$ cat config.mk
export PLATFORM = sky130hd
export DESIGN_NAME = raster_timing_gen
export DESIGN_NICKNAME = d
export VERILOG_FILES = /design/src/rtl/rtg_pkg.sv /design/src/rtl/rtg_pixdiv.sv /design/src/rtl/rtg_seg.sv /design/src/rtl/rtg_regs.sv /design/src/rtl/raster_timing_gen.sv
export SDC_FILE = /design/constraint.sdc
export NUM_CORES = 1
export LEC_CHECK = 0
export BUFFER_PORTS_ARGS = -buffer_cell sky130_fd_sc_hd__buf_2
export CAP_MARGIN = 30
export CORE_MARGIN = 4
export CORE_UTILIZATION = 58
export CTS_BUF_LIST = sky130_fd_sc_hd__clkbuf_8
export DETAILED_ROUTE_END_ITERATION = 6
export PLACE_DENSITY_LB_ADDON = 0.12
export SLEW_MARGIN = 15
export SYNTH_ARGS = -nofsm -noshare
export SYNTH_HDL_FRONTEND = slang
export SYNTH_SLANG_ARGS = --single-unit
export TNS_END_PERCENT = 100
$ cat constraint.sdc
create_clock -name clk -period 3.61 [get_ports clk]
set_clock_uncertainty 0.15 [all_clocks]
set_input_delay 0.722 -clock clk [delete_from_list [all_inputs] [get_ports clk]]
set_output_delay 0.722 -clock clk [all_outputs]
set_load 0.01 [all_outputs]
$ cat src/rtl/rtg_pkg.sv
package rtg_pkg;

    typedef enum logic [1:0] {
        SEG_ACTIVE = 2'd0,
        SEG_FRONT  = 2'd1,
        SEG_SYNC   = 2'd2,
        SEG_BACK   = 2'd3
    } seg_e;

    localparam int unsigned SEG_N = 4;
    localparam int unsigned DIV_W = 8;

    localparam int unsigned A_CTRL   = 0;
    localparam int unsigned A_H_BASE = 1;
    localparam int unsigned A_V_BASE = 5;
    localparam int unsigned A_DIV    = 9;
    localparam int unsigned A_IRQEN  = 10;
    localparam int unsigned A_IRQST  = 11;
    localparam int unsigned A_THR    = 12;
    localparam int unsigned A_LINE   = 13;

    localparam int unsigned B_RUN   = 0;
    localparam int unsigned B_SWRST = 1;
    localparam int unsigned B_HINV  = 2;
    localparam int unsigned B_VINV  = 3;

endpackage

$ cat src/rtl/rtg_pixdiv.sv
module rtg_pixdiv #(
    parameter int DW_DIV = 8
) (
    input  logic              clk,
    input  logic              rst_n,
    input  logic              run,
    input  logic [DW_DIV-1:0] div_m1,
    output logic              tick
);
    logic [DW_DIV-1:0] cnt;

    assign tick = run && (cnt >= div_m1);

    always_ff @(posedge clk or negedge rst_n) begin
        if (!rst_n) begin
            cnt <= '0;
        end else if (!run || tick) begin
            cnt <= '0;
        end else begin
            cnt <= cnt + 1'b1;
        end
    end

    AST_TICK_GAP: assert property (@(posedge clk) disable iff (!rst_n) (tick && div_m1 != '0) |=> (!tick || $changed(div_m1)));

endmodule

$ cat src/rtl/rtg_seg.sv
module rtg_seg
    import rtg_pkg::*;
#(
    parameter int CW = 12
) (
    input  logic                      clk,
    input  logic                      rst_n,
    input  logic                      clr,
    input  logic                      adv,
    input  logic [SEG_N-1:0][CW-1:0]  lim,
    output seg_e                      state,
    output logic                      last,
    output logic                      wrap
);
    logic [CW-1:0] cnt;
    seg_e          nxt;

    always_comb begin
        last = (cnt >= lim[state]);
    end

    always_comb begin
        nxt = state;
        if (adv && last) begin
            unique case (state)
                SEG_ACTIVE: nxt = SEG_FRONT;
                SEG_FRONT:  nxt = SEG_SYNC;
                SEG_SYNC:   nxt = SEG_BACK;
                SEG_BACK:   nxt = SEG_ACTIVE;
            endcase
        end
    end

    always_ff @(posedge clk or negedge rst_n) begin
        if (!rst_n) begin
            state <= SEG_ACTIVE;
        end else if (clr) begin
            state <= SEG_ACTIVE;
        end else begin
            state <= nxt;
        end
    end

    always_ff @(posedge clk or negedge rst_n) begin
        if (!rst_n) begin
            cnt <= '0;
        end else if (clr) begin
            cnt <= '0;
        end else if (adv) begin
            cnt <= last ? '0 : cnt + 1'b1;
        end
    end

    assign wrap = adv && last && (state == SEG_BACK);

    AST_SEG_RESTART: assert property (@(posedge clk) disable iff (!rst_n) (adv && last && !clr) |=> (cnt == '0));

endmodule

$ cat src/rtl/rtg_regs.sv
module rtg_regs
    import rtg_pkg::*;
#(
    parameter int AW = 4,
    parameter int DW = 16,
    parameter int CW = 12
) (
    input  logic                     clk,
    input  logic                     rst_n,
    input  logic                     wr,
    input  logic [AW-1:0]            addr,
    input  logic [DW-1:0]            wdata,
    input  logic                     frame_evt,
    input  logic [CW-1:0]            line_no,
    output logic [DW-1:0]            rdata,
    output logic                     run,
    output logic                     hs_inv,
    output logic                     vs_inv,
    output logic [SEG_N-1:0][CW-1:0] h_lim,
    output logic [SEG_N-1:0][CW-1:0] v_lim,
    output logic [DIV_W-1:0]         div_m1,
    output logic                     glb_en,
    output logic                     frm_en,
    output logic                     evt_sel,
    output logic                     stat,
    output logic [CW-1:0]            thr
);
    localparam int DIV_MAX = (1 << DIV_W) - 1;

    logic hit_ctrl;
    logic swrst_wr;
    logic clr_wr;

    function automatic logic [DIV_W-1:0] to_m1(input logic [DW-1:0] req);
        if (req == '0) begin
            return '0;
        end
        if (req > DW'(DIV_MAX)) begin
            return DIV_W'(DIV_MAX - 1);
        end
        return DIV_W'(req - 1'b1);
    endfunction

    assign hit_ctrl = wr && (addr == AW'(A_CTRL));
    assign swrst_wr = hit_ctrl && wdata[B_SWRST];
    assign clr_wr   = wr && (addr == AW'(A_IRQST)) && wdata[0];

    always_ff @(posedge clk or negedge rst_n) begin
        if (!rst_n) begin
            run    <= 1'b0;
            hs_inv <= 1'b0;
            vs_inv <= 1'b0;
        end else if (swrst_wr) begin
            run <= 1'b0;
        end else if (hit_ctrl) begin
            run    <= wdata[B_RUN];
            hs_inv <= wdata[B_HINV];
            vs_inv <= wdata[B_VINV];
        end
    end

    always_ff @(posedge clk or negedge rst_n) begin
        if (!rst_n) begin
            h_lim <= '0;
            v_lim <= '0;
        end else if (wr) begin
            for (int i = 0; i < SEG_N; i++) begin
                if (addr == AW'(A_H_BASE + i)) h_lim[i] <= wdata[CW-1:0];
                if (addr == AW'(A_V_BASE + i)) v_lim[i] <= wdata[CW-1:0];
            end
        end
    end

    always_ff @(posedge clk or negedge rst_n) begin
        if (!rst_n) begin
            div_m1  <= '0;
            glb_en  <= 1'b0;
            frm_en  <= 1'b0;
            evt_sel <= 1'b0;
            thr     <= '0;
        end else if (wr) begin
            if (addr == AW'(A_DIV)) div_m1 <= to_m1(wdata);
            if (addr == AW'(A_IRQEN)) begin
                glb_en  <= wdata[0];
                frm_en  <= wdata[1];
                evt_sel <= wdata[2];
            end
            if (addr == AW'(A_THR)) thr <= wdata[CW-1:0];
        end
    end

    always_ff @(posedge clk or negedge rst_n) begin
        if (!rst_n) begin
            stat <= 1'b0;
        end else if (swrst_wr) begin
            stat <= 1'b0;
        end else if (frame_evt && frm_en) begin
            stat <= 1'b1;
        end else if (clr_wr) begin
            stat <= 1'b0;
        end
    end

    always_comb begin
        rdata = '0;
        case (int'(addr))
            A_CTRL: begin
                rdata[B_RUN]  = run;
                rdata[B_HINV] = hs_inv;
                rdata[B_VINV] = vs_inv;
            end
            A_DIV:   rdata[DIV_W-1:0] = div_m1;
            A_IRQEN: rdata[2:0] = {evt_sel, frm_en, glb_en};
            A_IRQST: rdata[0] = stat;
            A_THR:   rdata[CW-1:0] = thr;
            A_LINE:  rdata[CW-1:0] = line_no;
            default: begin
                for (int i = 0; i < SEG_N; i++) begin
                    if (int'(addr) == A_H_BASE + i) rdata[CW-1:0] = h_lim[i];
                    if (int'(addr) == A_V_BASE + i) rdata[CW-1:0] = v_lim[i];
                end
            end
        endcase
    end

    AST_DIV_RANGE: assert property (@(posedge clk) disable iff (!rst_n) div_m1 != DIV_W'(DIV_MAX));
    AST_STAT_SETS: assert property (@(posedge clk) disable iff (!rst_n) (frame_evt && frm_en && !swrst_wr) |=> stat);
    AST_W1C_CLEARS: assert property (@(posedge clk) disable iff (!rst_n) (clr_wr && !(frame_evt && frm_en)) |=> !stat);
    AST_SWRST_IDLE: assert property (@(posedge clk) disable iff (!rst_n) swrst_wr |=> (!run && !stat));

endmodule

$ cat src/rtl/raster_timing_gen.sv
module raster_timing_gen
    import rtg_pkg::*;
#(
    parameter int AW = 4,
    parameter int DW = 16,
    parameter int CW = 12
) (
    input  logic          clk,
    input  logic          rst_n,
    input  logic          reg_wr,
    input  logic [AW-1:0] reg_addr,
    input  logic [DW-1:0] reg_wdata,
    output logic [DW-1:0] reg_rdata,
    output logic          hsync,
    output logic          vsync,
    output logic          de,
    output logic          frame_irq,
    output logic          line_match
);
    logic                     run, hs_inv, vs_inv;
    logic [SEG_N-1:0][CW-1:0] h_lim, v_lim;
    logic [DIV_W-1:0]         div_m1;
    logic                     glb_en, frm_en, evt_sel, stat;
    logic [CW-1:0]            thr;
    logic [CW-1:0]            line_no;
    logic                     tick;
    logic                     h_adv, v_adv;
    seg_e                     h_st, v_st;
    logic                     h_last, v_last, h_wrap, v_wrap;
    logic                     frame_evt;
    logic                     v_in_sync;

    rtg_regs #(.AW(AW), .DW(DW), .CW(CW)) u_regs (
        .clk(clk), .rst_n(rst_n), .wr(reg_wr), .addr(reg_addr), .wdata(reg_wdata),
        .frame_evt(frame_evt), .line_no(line_no), .rdata(reg_rdata),
        .run(run), .hs_inv(hs_inv), .vs_inv(vs_inv), .h_lim(h_lim), .v_lim(v_lim),
        .div_m1(div_m1), .glb_en(glb_en), .frm_en(frm_en), .evt_sel(evt_sel),
        .stat(stat), .thr(thr)
    );

    rtg_pixdiv #(.DW_DIV(DIV_W)) u_div (
        .clk(clk), .rst_n(rst_n), .run(run), .div_m1(div_m1), .tick(tick)
    );

    assign h_adv = tick;
    assign v_adv = tick && h_wrap;

    rtg_seg #(.CW(CW)) u_hseg (
        .clk(clk), .rst_n(rst_n), .clr(!run), .adv(h_adv), .lim(h_lim),
        .state(h_st), .last(h_last), .wrap(h_wrap)
    );

    rtg_seg #(.CW(CW)) u_vseg (
        .clk(clk), .rst_n(rst_n), .clr(!run), .adv(v_adv), .lim(v_lim),
        .state(v_st), .last(v_last), .wrap(v_wrap)
    );

    always_comb begin
        frame_evt = 1'b0;
        if (v_adv && v_last) begin
            frame_evt = evt_sel ? (v_st == SEG_BACK) : (v_st == SEG_FRONT);
        end
    end

    always_ff @(posedge clk or negedge rst_n) begin
        if (!rst_n) begin
            line_no <= '0;
        end else if (!run) begin
            line_no <= '0;
        end else if (v_adv) begin
            line_no <= v_wrap ? '0 : line_no + 1'b1;
        end
    end

    always_comb begin
        de         = run && (h_st == SEG_ACTIVE) && (v_st == SEG_ACTIVE);
        hsync      = (run && (h_st == SEG_SYNC)) ^ hs_inv;
        vsync      = (run && (v_st == SEG_SYNC)) ^ vs_inv;
        frame_irq  = stat && glb_en;
        line_match = run && (line_no == thr);
    end

    assign v_in_sync = (v_st == SEG_SYNC);

    AST_VSYNC_ALIGNED: assert property (@(posedge clk) disable iff (!rst_n) $rose(v_in_sync) |-> (h_st == SEG_ACTIVE));
    AST_LINE_CLEAR: assert property (@(posedge clk) disable iff (!rst_n) (v_adv && v_wrap) |=> (line_no == '0));

endmodule

# Word level (Yosys, flattened, before mapping)
# Index checks and enable logic that the tools add are counted.
[totals]
register_bits = 171
out_inout_bits = 21
[op_classes]
add_sub_neg = 5
magnitude_cmp = 6
n_eq_ne = 24
mux = 52
n_bitwise = 3
n_reduce_logical = 41
[op_table]
columns = ["op", "count"]
rows = [
  ["12-bit two-way mux", 19],
  ["12-bit binary-select mux with 2-bit select", 2],
  ["8-bit two-way mux", 5],
  ["12-bit by 1-bit adder with 12-bit output, second input constant", 3],
  ["4-bit == test, second input constant", 6],
  ["12-bit greater-or-equal comparator", 2],
  ["2-bit AND reduction", 12],
  ["1-bit logical AND", 17],
  ["4-bit by 3-bit == test with 1-bit output, second input constant", 4],
  ["16-bit by 8-bit greater-than comparator with 1-bit output, second input constant", 1],
  ["16-bit zero test", 1],
  ["2-bit one-hot mux with 4 select lines", 2],
  ["4-bit one-hot mux with 4 select lines", 1],
  ["1-bit two-way mux", 14],
  ["12-bit == test", 1],
  ["1-bit one-hot mux with 6 select lines", 2],
  ["4-bit one-hot mux with 3 select lines", 1],
  ["1-bit one-hot mux with 5 select lines", 2],
  ["8-bit by 1-bit adder with 8-bit output, second input constant", 1],
  ["2-bit == test, second input constant", 4],
  ["4-bit by 2-bit == test with 1-bit output, second input constant", 2],
  ["8-bit greater-or-equal comparator", 1],
  ["2-bit two-way mux", 4],
  ["8-bit by 1-bit subtractor with 8-bit output, second input constant", 1],
  ["other kinds (16)", 23],
]

# Logic depth before layout (Yosys ltp)
# Gate-level depths: netlist of run 1.
[depth]
depth_word = 11
depth_mapped = 13

# Modules after synthesis
# Synthesis of run 1 repeated with hierarchy kept, for this count alone.
[unflattened]
hier_cells = 1016
hier_area_um2 = 10716.5
[modules_own_cells]
columns = ["mod", "n_inst", "cells_each", "area_per_inst_um2"]
rows = [
  ["rtg_regs", 1, 584, 6468.7],
  ["rtg_seg at u_hseg", 1, 138, 1410.1],
  ["rtg_seg at u_vseg", 1, 138, 1383.8],
  ["raster_timing_gen", 1, 97, 875.8],
  ["rtg_pixdiv", 1, 59, 578.1],
]

# Worst setup path before layout of run 1
# Ideal clock, no wire load.
[synth_path]
path_kind = "reg-to-reg"
startpoint = "register u_hseg.state[0]"
endpoint = "register u_hseg.cnt[10]"
t_arrival_ns = 3.146
required_ns = 3.378
slack_ns = 0.232
stages_incl_launch_ff = 14
path_buffers = 4
synth_period_minus_slack_ns = 3.378
path_cell_list = "dfrtp_1 clkbuf_1 buf_2 mux4_2 inv_1 ha_1 a211o_1 a31oi_1 o21ai_2 a2111oi_4 buf_6 buf_12 nand2_2 a31oi_1"
[synth_between]
elab_chain_cells = 6
[synth_lines]
columns = ["item", "line", "source"]
rows = [
  ["start: declaration", "rtg_seg.sv:11", "output seg_e state,"],
  ["start signal: assignment", "rtg_seg.sv:40", "state <= nxt;"],
  ["12-bit binary-select mux with 2-bit select", "rtg_seg.sv:19", "last = (cnt >= lim[state]);"],
  ["12-bit two-way mux (implied by the code)", "rtg_seg.sv:19", ""],
  ["12-bit greater-or-equal comparator", "rtg_seg.sv:19", ""],
  ["12-bit two-way mux", "rtg_seg.sv:50", "cnt <= last ? '0 : cnt + 1'b1;"],
  ["12-bit two-way mux", "rtg_seg.sv:49", "end else if (adv) begin"],
  ["12-bit two-way mux", "rtg_seg.sv:47", "end else if (clr) begin"],
  ["end signal: assignment", "rtg_seg.sv:50", ""],
  ["end: declaration", "rtg_seg.sv:15", "logic [CW-1:0] cnt;"],
]
# Every way passes these cells. The select of a mux whose other input is x is not followed.
# A chain may end at the register's enable or synchronous reset.

# Worst setup path in the final report of run 1
[layout_path]
startpoint = "input port reg_addr[0]"
endpoint = "output port reg_rdata[1]"
[layout_between]
elab_chain_cells = 10
word_cells_on_any_way = 24
cone_classes = "13 x eq/ne; 9 x mux; 2 x reduce/logical"
[layout_lines]
columns = ["item", "line", "source"]
rows = [
  ["start: declaration", "raster_timing_gen.sv:11", "input logic [AW-1:0] reg_addr,"],
  ["4-bit by 1-bit == test with 1-bit output", "rtg_regs.sv:119", "if (int'(addr) == A_H_BASE + i) rdata[CW-1:0] = h_lim[i];"],
  ["12-bit two-way mux", "rtg_regs.sv:119", ""],
  ["12-bit two-way mux", "rtg_regs.sv:120", "if (int'(addr) == A_V_BASE + i) rdata[CW-1:0] = v_lim[i];"],
  ["12-bit two-way mux", "rtg_regs.sv:119", ""],
  ["12-bit two-way mux", "rtg_regs.sv:120", ""],
  ["12-bit two-way mux", "rtg_regs.sv:119", ""],
  ["12-bit two-way mux", "rtg_regs.sv:120", ""],
  ["12-bit two-way mux", "rtg_regs.sv:119", ""],
  ["12-bit two-way mux", "rtg_regs.sv:120", ""],
  ["1-bit one-hot mux with 5 select lines *", "rtg_regs.sv:106", "case (int'(addr))"],
  ["end: declaration", "raster_timing_gen.sv:13", "output logic [DW-1:0] reg_rdata,"],
]
# Every way passes the cells marked *; elsewhere a longest branch is shown, timed or not.

==> results of run 1 <==
## critical path, stage by stage
cell and delay [ns]:
buf_2 0.30, buf_4 0.30, nor3_1 0.10, buf_4 0.16
a22oi_1 0.16, o21ai_0 0.09, a2111oi_0 0.35, o21ai_0 0.19
buf_2 0.19
## cells by family (layout without fill, tap and decap cells)
| group | after synthesis | in the layout | synth area share (%) |
|---|---|---|---|
| buf+inv | 109 | 153 | 4.65 |
| mux | 140 | 140 | 18.0 |
| compound gates | 219 | 219 | 15.7 |
| fa+ha+maj | 46 | 46 | 5.58 |
| flops | 171 | 171 | 41.5 |
| other cells | 1 | 4 | 0.0364 |
| xor+xnor | 25 | 25 | 2.12 |
| simple gates | 247 | 247 | 12.4 |
## per-stage QoR
step,cells,power [W]
global placement,1198,0.00359
global route,1230,0.00521
finish,1230,0.00498
CTS,1230,0.00497
floorplan,961,0.00317
detailed placement,1198,0.00362
## registers in the layout, summed over array words and instances (netlist names), 2 cells and up
| register | cells |
|---|---|
| line_no | 12 |
| u_div.cnt | 8 |
| u_hseg.cnt | 12 |
| u_hseg.state | 2 |
| u_regs.div_m1 | 8 |
| u_regs.h_lim | 48 |
| u_regs.thr | 12 |
| u_regs.v_lim | 48 |
| u_vseg.cnt | 12 |
| u_vseg.state | 2 |
## repair_timing
| action | 4_1_cts | 5_1_grt |
|---|---|---|
| setup endpoints to repair | 0 | 1 |
| gates resized for setup | 0 | 1 |
| hold buffers | 0 | 0 |
| hold endpoints to repair | 0 | 0 |
## worst paths after layout
path	startpoint	end	slack [ns]	cells after the start
max	reg_addr[0]	reg_rdata[1]	0.17	9
min	rst_n	line_no[7]	0.1	1
max reg2reg	u_vseg.state[0]	u_vseg.cnt[6]	0.31	11
min reg2reg	u_regs.h_lim[36]	u_regs.h_lim[36]	0.38	2
max in group asynchronous	rst_n	u_regs.div_m1[1]	2.46	2
min in group clk	u_regs.h_lim[36]	u_regs.h_lim[36]	0.38	2
## layer usage
layer,up-vias,part of all wire [%],track usage [%]
li1,3655,-,-
met1,4069,43,43.3
met2,456,44,43.6
met3,96,9.0,7.58
met4,0,3.6,11.4
met5,-,0,0
## power groups by stage
stage                     registers, W  logic, W  clock network [W]
after global placement         0.00260  0.000992                  0
after floorplan                0.00242  0.000743                  0
after detailed placement       0.00260   0.00102                  0
final                          0.00258   0.00103            0.00137
after CTS                      0.00256   0.00102            0.00139
after global routing           0.00260   0.00113            0.00148
## cell type report
type,instances,area share (%)
Multi-Input combinational cell,681,49.6
Sequential cell,171,38.1
Timing Repair Buffer,77,4.78
Tap cell,225,2.51
Clock buffer,17,2.09
Inverter,44,1.47
Clock inverter,15,1.38
## placed cells by master (no fill, tap or decap), types with 14 or more instances in the layout
cell | Yosys | final
o21ai_0 | 40 | 40
buf_2 | 15 | 38
nor2_1 | 35 | 34
dfrtp_1 | 171 | 171
a31oi_1 | 15 | 15
inv_1 | 42 | 42
nor3b_1 | 14 | 14
xor2_1 | 14 | 14
nand2b_1 | 17 | 17
a22oi_1 | 15 | 15
mux2_2 | 99 | 99
nand2_1 | 64 | 64
and3_1 | 27 | 27
nand3_1 | 35 | 35
mux4_2 | 26 | 26
ha_1 | 46 | 46
buf_4 | 5 | 34
clkbuf_8 | 0 | 17
a21oi_1 | 27 | 27
==> results.json, run 1 <==
{
  "status": "complete, no violations",
  "grt_antenna_before_repair": 0,
  "tns_ns": 0,
  "fillers": 1384,
  "overflow": 0,
  "cts_tree": "done",
  "die_h_um": 141,
  "final.period_utilization_pct": 95.3,
  "insertion_delay_ns": 0.48,
  "synth-main-ff-cell": "dfrtp_1",
  "rsz0062_at_grt": "false",
  "syn_area_per_cell_um2": 10.8,
  "max-slew-margin-rel_pct": 42.3,
  "cellLeakagePower_nw": 5.02,
  "worstPathRequired_ns": 2.74,
  "yosys_warnings": 0,
  "power_switching_w": 0.00166,
  "cts_made_buffers": 17,
  "synth_cell_types": 72,
  "setup-violations-final": 0,
  "diodes": 0,
  "max_cap_violations": 0,
  "synth_edf_count": 0,
  "fin_ws_ns": 0.170,
  "synth_top_area_cell": "dfrtp_1",
  "grt_max_degree": 71,
  "drcViolationCount": 0,
  "clockBufferDepth": 2,
  "yosysMostFrequentCell": "dfrtp_1",
  "dr_total_vias": 8276,
  "final_core_util_pct": 64.6,
  "num_rows": 48,
  "clk_pin_slew_ns": 0.11,
  "seq_area_mm2": 0.00428,
  "worstMarginPinSlew_ns": 0.863,
  "die_w_um": 141,
  "clkPwrFrac_pct": 27.5,
  "first_pass_iters": 6,
  "hold_class": "in2async",
  "routed_via_density": 6.73,
  "syn2layout_area_growth_pct": 8.80,
  "cp.arrival_ns": 2.57,
  "fmax_mhz": 291,
  "final_nets": 1061,
  "fin_crit_ns": 3.44,
  "slew_viol_final": 0,
  "ys_seq_elements": 171,
  "hpwlAfterDp_um": 21300,
  "start_kind": "input pin",
  "multi_input_area_mm2": 0.00557,
  "syn_area_mm2": 0.0103,
  "yosysSeqAreaShare_pct": 41.5,
  "p_seq_share_pct": 51.8,
  "portBuffers": 39,
  "cts.sink_count": 171,
  "drt-total-wl_um": 29000,
  "cts-root-buf": "clkbuf_8",
  "cts.htree.levels": 4,
  "power_density_mw_per_mm2": 443,
  "path_class": "in2out",
  "dieArea_mm2": 0.0200,
  "drtIter0Drc": 963,
  "post_cts_buffers": 0,
  "power_frac_comb_pct": 20.6,
  "power.share.switching_pct": 33.4,
  "grt_pass1_vias": 7932,
  "netlist_instances": 958,
  "cp_max_fo": 16,
  "antenna_left": 0,
  "synth_area_leaders": "dfrtp_1 (41%), mux2_2 (11%), mux4_2 (5.7%)",
  "grt_pass1_wl_um": 46200,
  "peakVddDrop_uv": 349,
  "initial_core_util_pct": 59.4,
  "fin_area_mm2": 0.0112,
  "design.core.area_mm2": 0.0174,
  "async_reset_ff_share_pct": 100,
  "synth_commonest_cells": "dfrtp_1 (171), mux2_2 (99), nand2_1 (64), ha_1 (46), inv_1 (42)",
  "finalHoldViolations": 0,
  "drive_above_1_share_pct": 25.0,
  "internal-power_w": 0.00331,
  "post-place-ws_ns": 0.229,
  "grt_usage_pct": 29.9,
  "hold_ws_ns": 0.0962,
  "endpoint_kind": "output pin",
  "placed_area_mm2": 0.0108,
  "io_pins": 44,
  "synth_top_area_share_pct": 41.5,
  "post_drt_wl_per_cell_um": 23.6,
  "place.gp.congestion": 0.971
}
(Power assumes the default switching activity.)
==> run 2: changes to the inputs <==
==> constraint.sdc (replaced) <==
create_clock -name clk -period 3.61 [get_ports clk]
set_clock_uncertainty 0.15 [all_clocks]
set_input_delay 0.722 -clock clk [delete_from_list [all_inputs] [get_ports clk]]
set_output_delay 0.722 -clock clk [all_outputs]
set_load 0.005 [all_outputs]
==> run 2 against run 1 <==
  * Clock power about the same
  * Combinational power about the same
  * Sequential power about the same
  * Total power down 0.16%
  * Fmax down 0.29%
  * Largest cell class unchanged
  * Largest power group unchanged
==> results.json, run 2 (synthesis results as in run 1) <==
{
  "hold_ws_ns": 0.0651,
  "start_kind": "input pin",
  "initial_core_util_pct": 59.4,
  "placed_area_mm2": 0.0108,
  "grt_max_degree": 62,
  "io_pins": 44,
  "clockBufferDepth": 2,
  "wl_met2_um": 13100,
  "layout_common_cells": "dfrtp_1 (171), mux2_2 (99), nand2_1 (64)",
  "wl_met3_um": 2570,
  "path_class": "in2out",
  "cts_resized": 0,
  "power_w": 0.00497,
  "post_drt_wl_per_cell_um": 23.9,
  "worstMarginPinSlew_ns": 0.904,
  "drcViolationCount": 0,
  "insertion_delay_ns": 0.48,
  "place.gp.congestion": 1.01,
  "syn2layout_area_growth_pct": 8.69,
  "final_nets": 1059,
  "hpwlAfterDp_um": 21300,
  "final_common_cell": "dfrtp_1",
  "crit_path_start": "reg_addr[0]",
  "seq_area_mm2": 0.00428,
  "grt_pass1_wl_um": 46000,
  "worstPathRequired_ns": 2.74,
  "drt-total-wl_um": 29300,
  "final.period_utilization_pct": 95.6,
  "clk_pin_slew_ns": 0.10,
  "cts.sink_count": 171,
  "drtIter0Drc": 874,
  "cp_max_fo": 17,
  "dr_total_vias": 8195,
  "rsz0062_at_grt": "false",
  "multi_input_area_mm2": 0.00557,
  "max-slew-margin-rel_pct": 39.5,
  "power_density_mw_per_mm2": 443,
  "grt_usage_pct": 30.1,
  "drive_above_1_share_pct": 24.7,
  "cp.arrival_ns": 2.58,
  "fin_crit_ns": 3.45,
  "routed_via_density": 6.67,
  "status": "complete, no violations",
  "cts_tree": "done",
  "topRoutingLayerUsed": "met4",
  "met1_length_um": 13000,
  "post-place-ws_ns": 0.259,
  "top_regs": "u_regs.h_lim x48, u_regs.v_lim x48",
  "post_cts_buffers": 0,
  "grt_pass1_vias": 7714,
  "antenna_left": 0,
  "peakVddDrop_uv": 446,
  "rr_startpoint": "u_vseg.state[0]",
  "overflow": 0,
  "cts-root-buf": "clkbuf_8",
  "dieArea_mm2": 0.0200,
  "finalHoldViolations": 0,
  "fin_ws_ns": 0.160,
  "hold_class": "in2async",
  "r2r_slack_ns": 0.27,
  "die_w_um": 141,
  "fmax_mhz": 290,
  "die_h_um": 141,
  "num_rows": 48,
  "cts.htree.levels": 4,
  "worst_r2r_endpoint": "u_vseg.cnt[9]",
  "cts_hold_buf": 0,
  "slew_viol_final": 0,
  "cellLeakagePower_nw": 5.01,
  "max_cap_violations": 0,
  "portBuffers": 39,
  "fin_area_mm2": 0.0112,
  "setup-violations-final": 0,
  "diodes": 0,
  "design.core.area_mm2": 0.0174,
  "first_pass_iters": 5,
  "tns_ns": 0,
  "grt_antenna_before_repair": 0,
  "cts_made_buffers": 17,
  "endpoint_kind": "output pin",
  "fillers": 1418,
  "reg2regPathDepth": 11
}
==> run 2: cell count changes in the layout (fill, tap and decap cells not counted) <==
| cell | previous run | this run |
|---|---|---|
| clkinv_4 | 1 | 3 |
| buf_4 | 34 | 32 |
| inv_8 | 2 | 8 |
| nor2_2 | 1 | 0 |
| bufinv_16 | 1 | 0 |
| inv_6 | 6 | 0 |
| nor2_1 | 34 | 35 |
| clkinv_2 | 2 | 0 |
| clkbuf_8 | 17 | 18 |
==> run 2: metal layers <==
metal / track usage, % / up-vias
li1: - / 3646
met1: 44.6 / 4090
met2: 43.7 / 408
met3: 7.82 / 51
met4: 8.87 / 0
met5: 0 / -
==> run 2: power breakdown <==
part / internal [W] / leakage, nW / switching (W)
sequential: 0.00222 / 2.18 / 0.000356
combinational: 0.000517 / 2.63 / 0.000497
clock: 0.000539 / 0.197 / 0.000835
total: 0.00328 / 5.01 / 0.00169
==> run 2: layout make-up <==
class	count	area share, %
Inverter	44	1.47
Multi-Input combinational cell	681	49.7
Clock inverter	14	1.32
Tap cell	225	2.51
Timing Repair Buffer	75	4.66
Sequential cell	171	38.2
Clock buffer	18	2.21
==> run 2: worst max-delay path, stage by stage <==
cell      delay (ns)
buf_2           0.30
buf_4           0.29
nand2b_1        0.13
nor2_1          0.48
a22o_1          0.22
a211oi_1        0.05
a31oi_1         0.21
buf_2           0.15
==> run 2: worst max-delay path by stage <==
stage | end | slack, ns
2_1_floorplan | u_hseg.cnt[10] | 0.23
3_3_place_gp | reg_rdata[7] | 0.22
3_5_place_dp | reg_rdata[6] | 0.26
4_1_cts | u_vseg.cnt[4] | 0.23
5_1_grt | reg_rdata[6] | 0.09
6_report | reg_rdata[7] | 0.16
==> run 2: stage by stage <==
stage	util, %	std cells
floorplan	-	961
global placement	62.3	1195
detailed placement	62.3	1195
CTS	64.5	1227
global route	64.6	1228
finish	64.6	1228
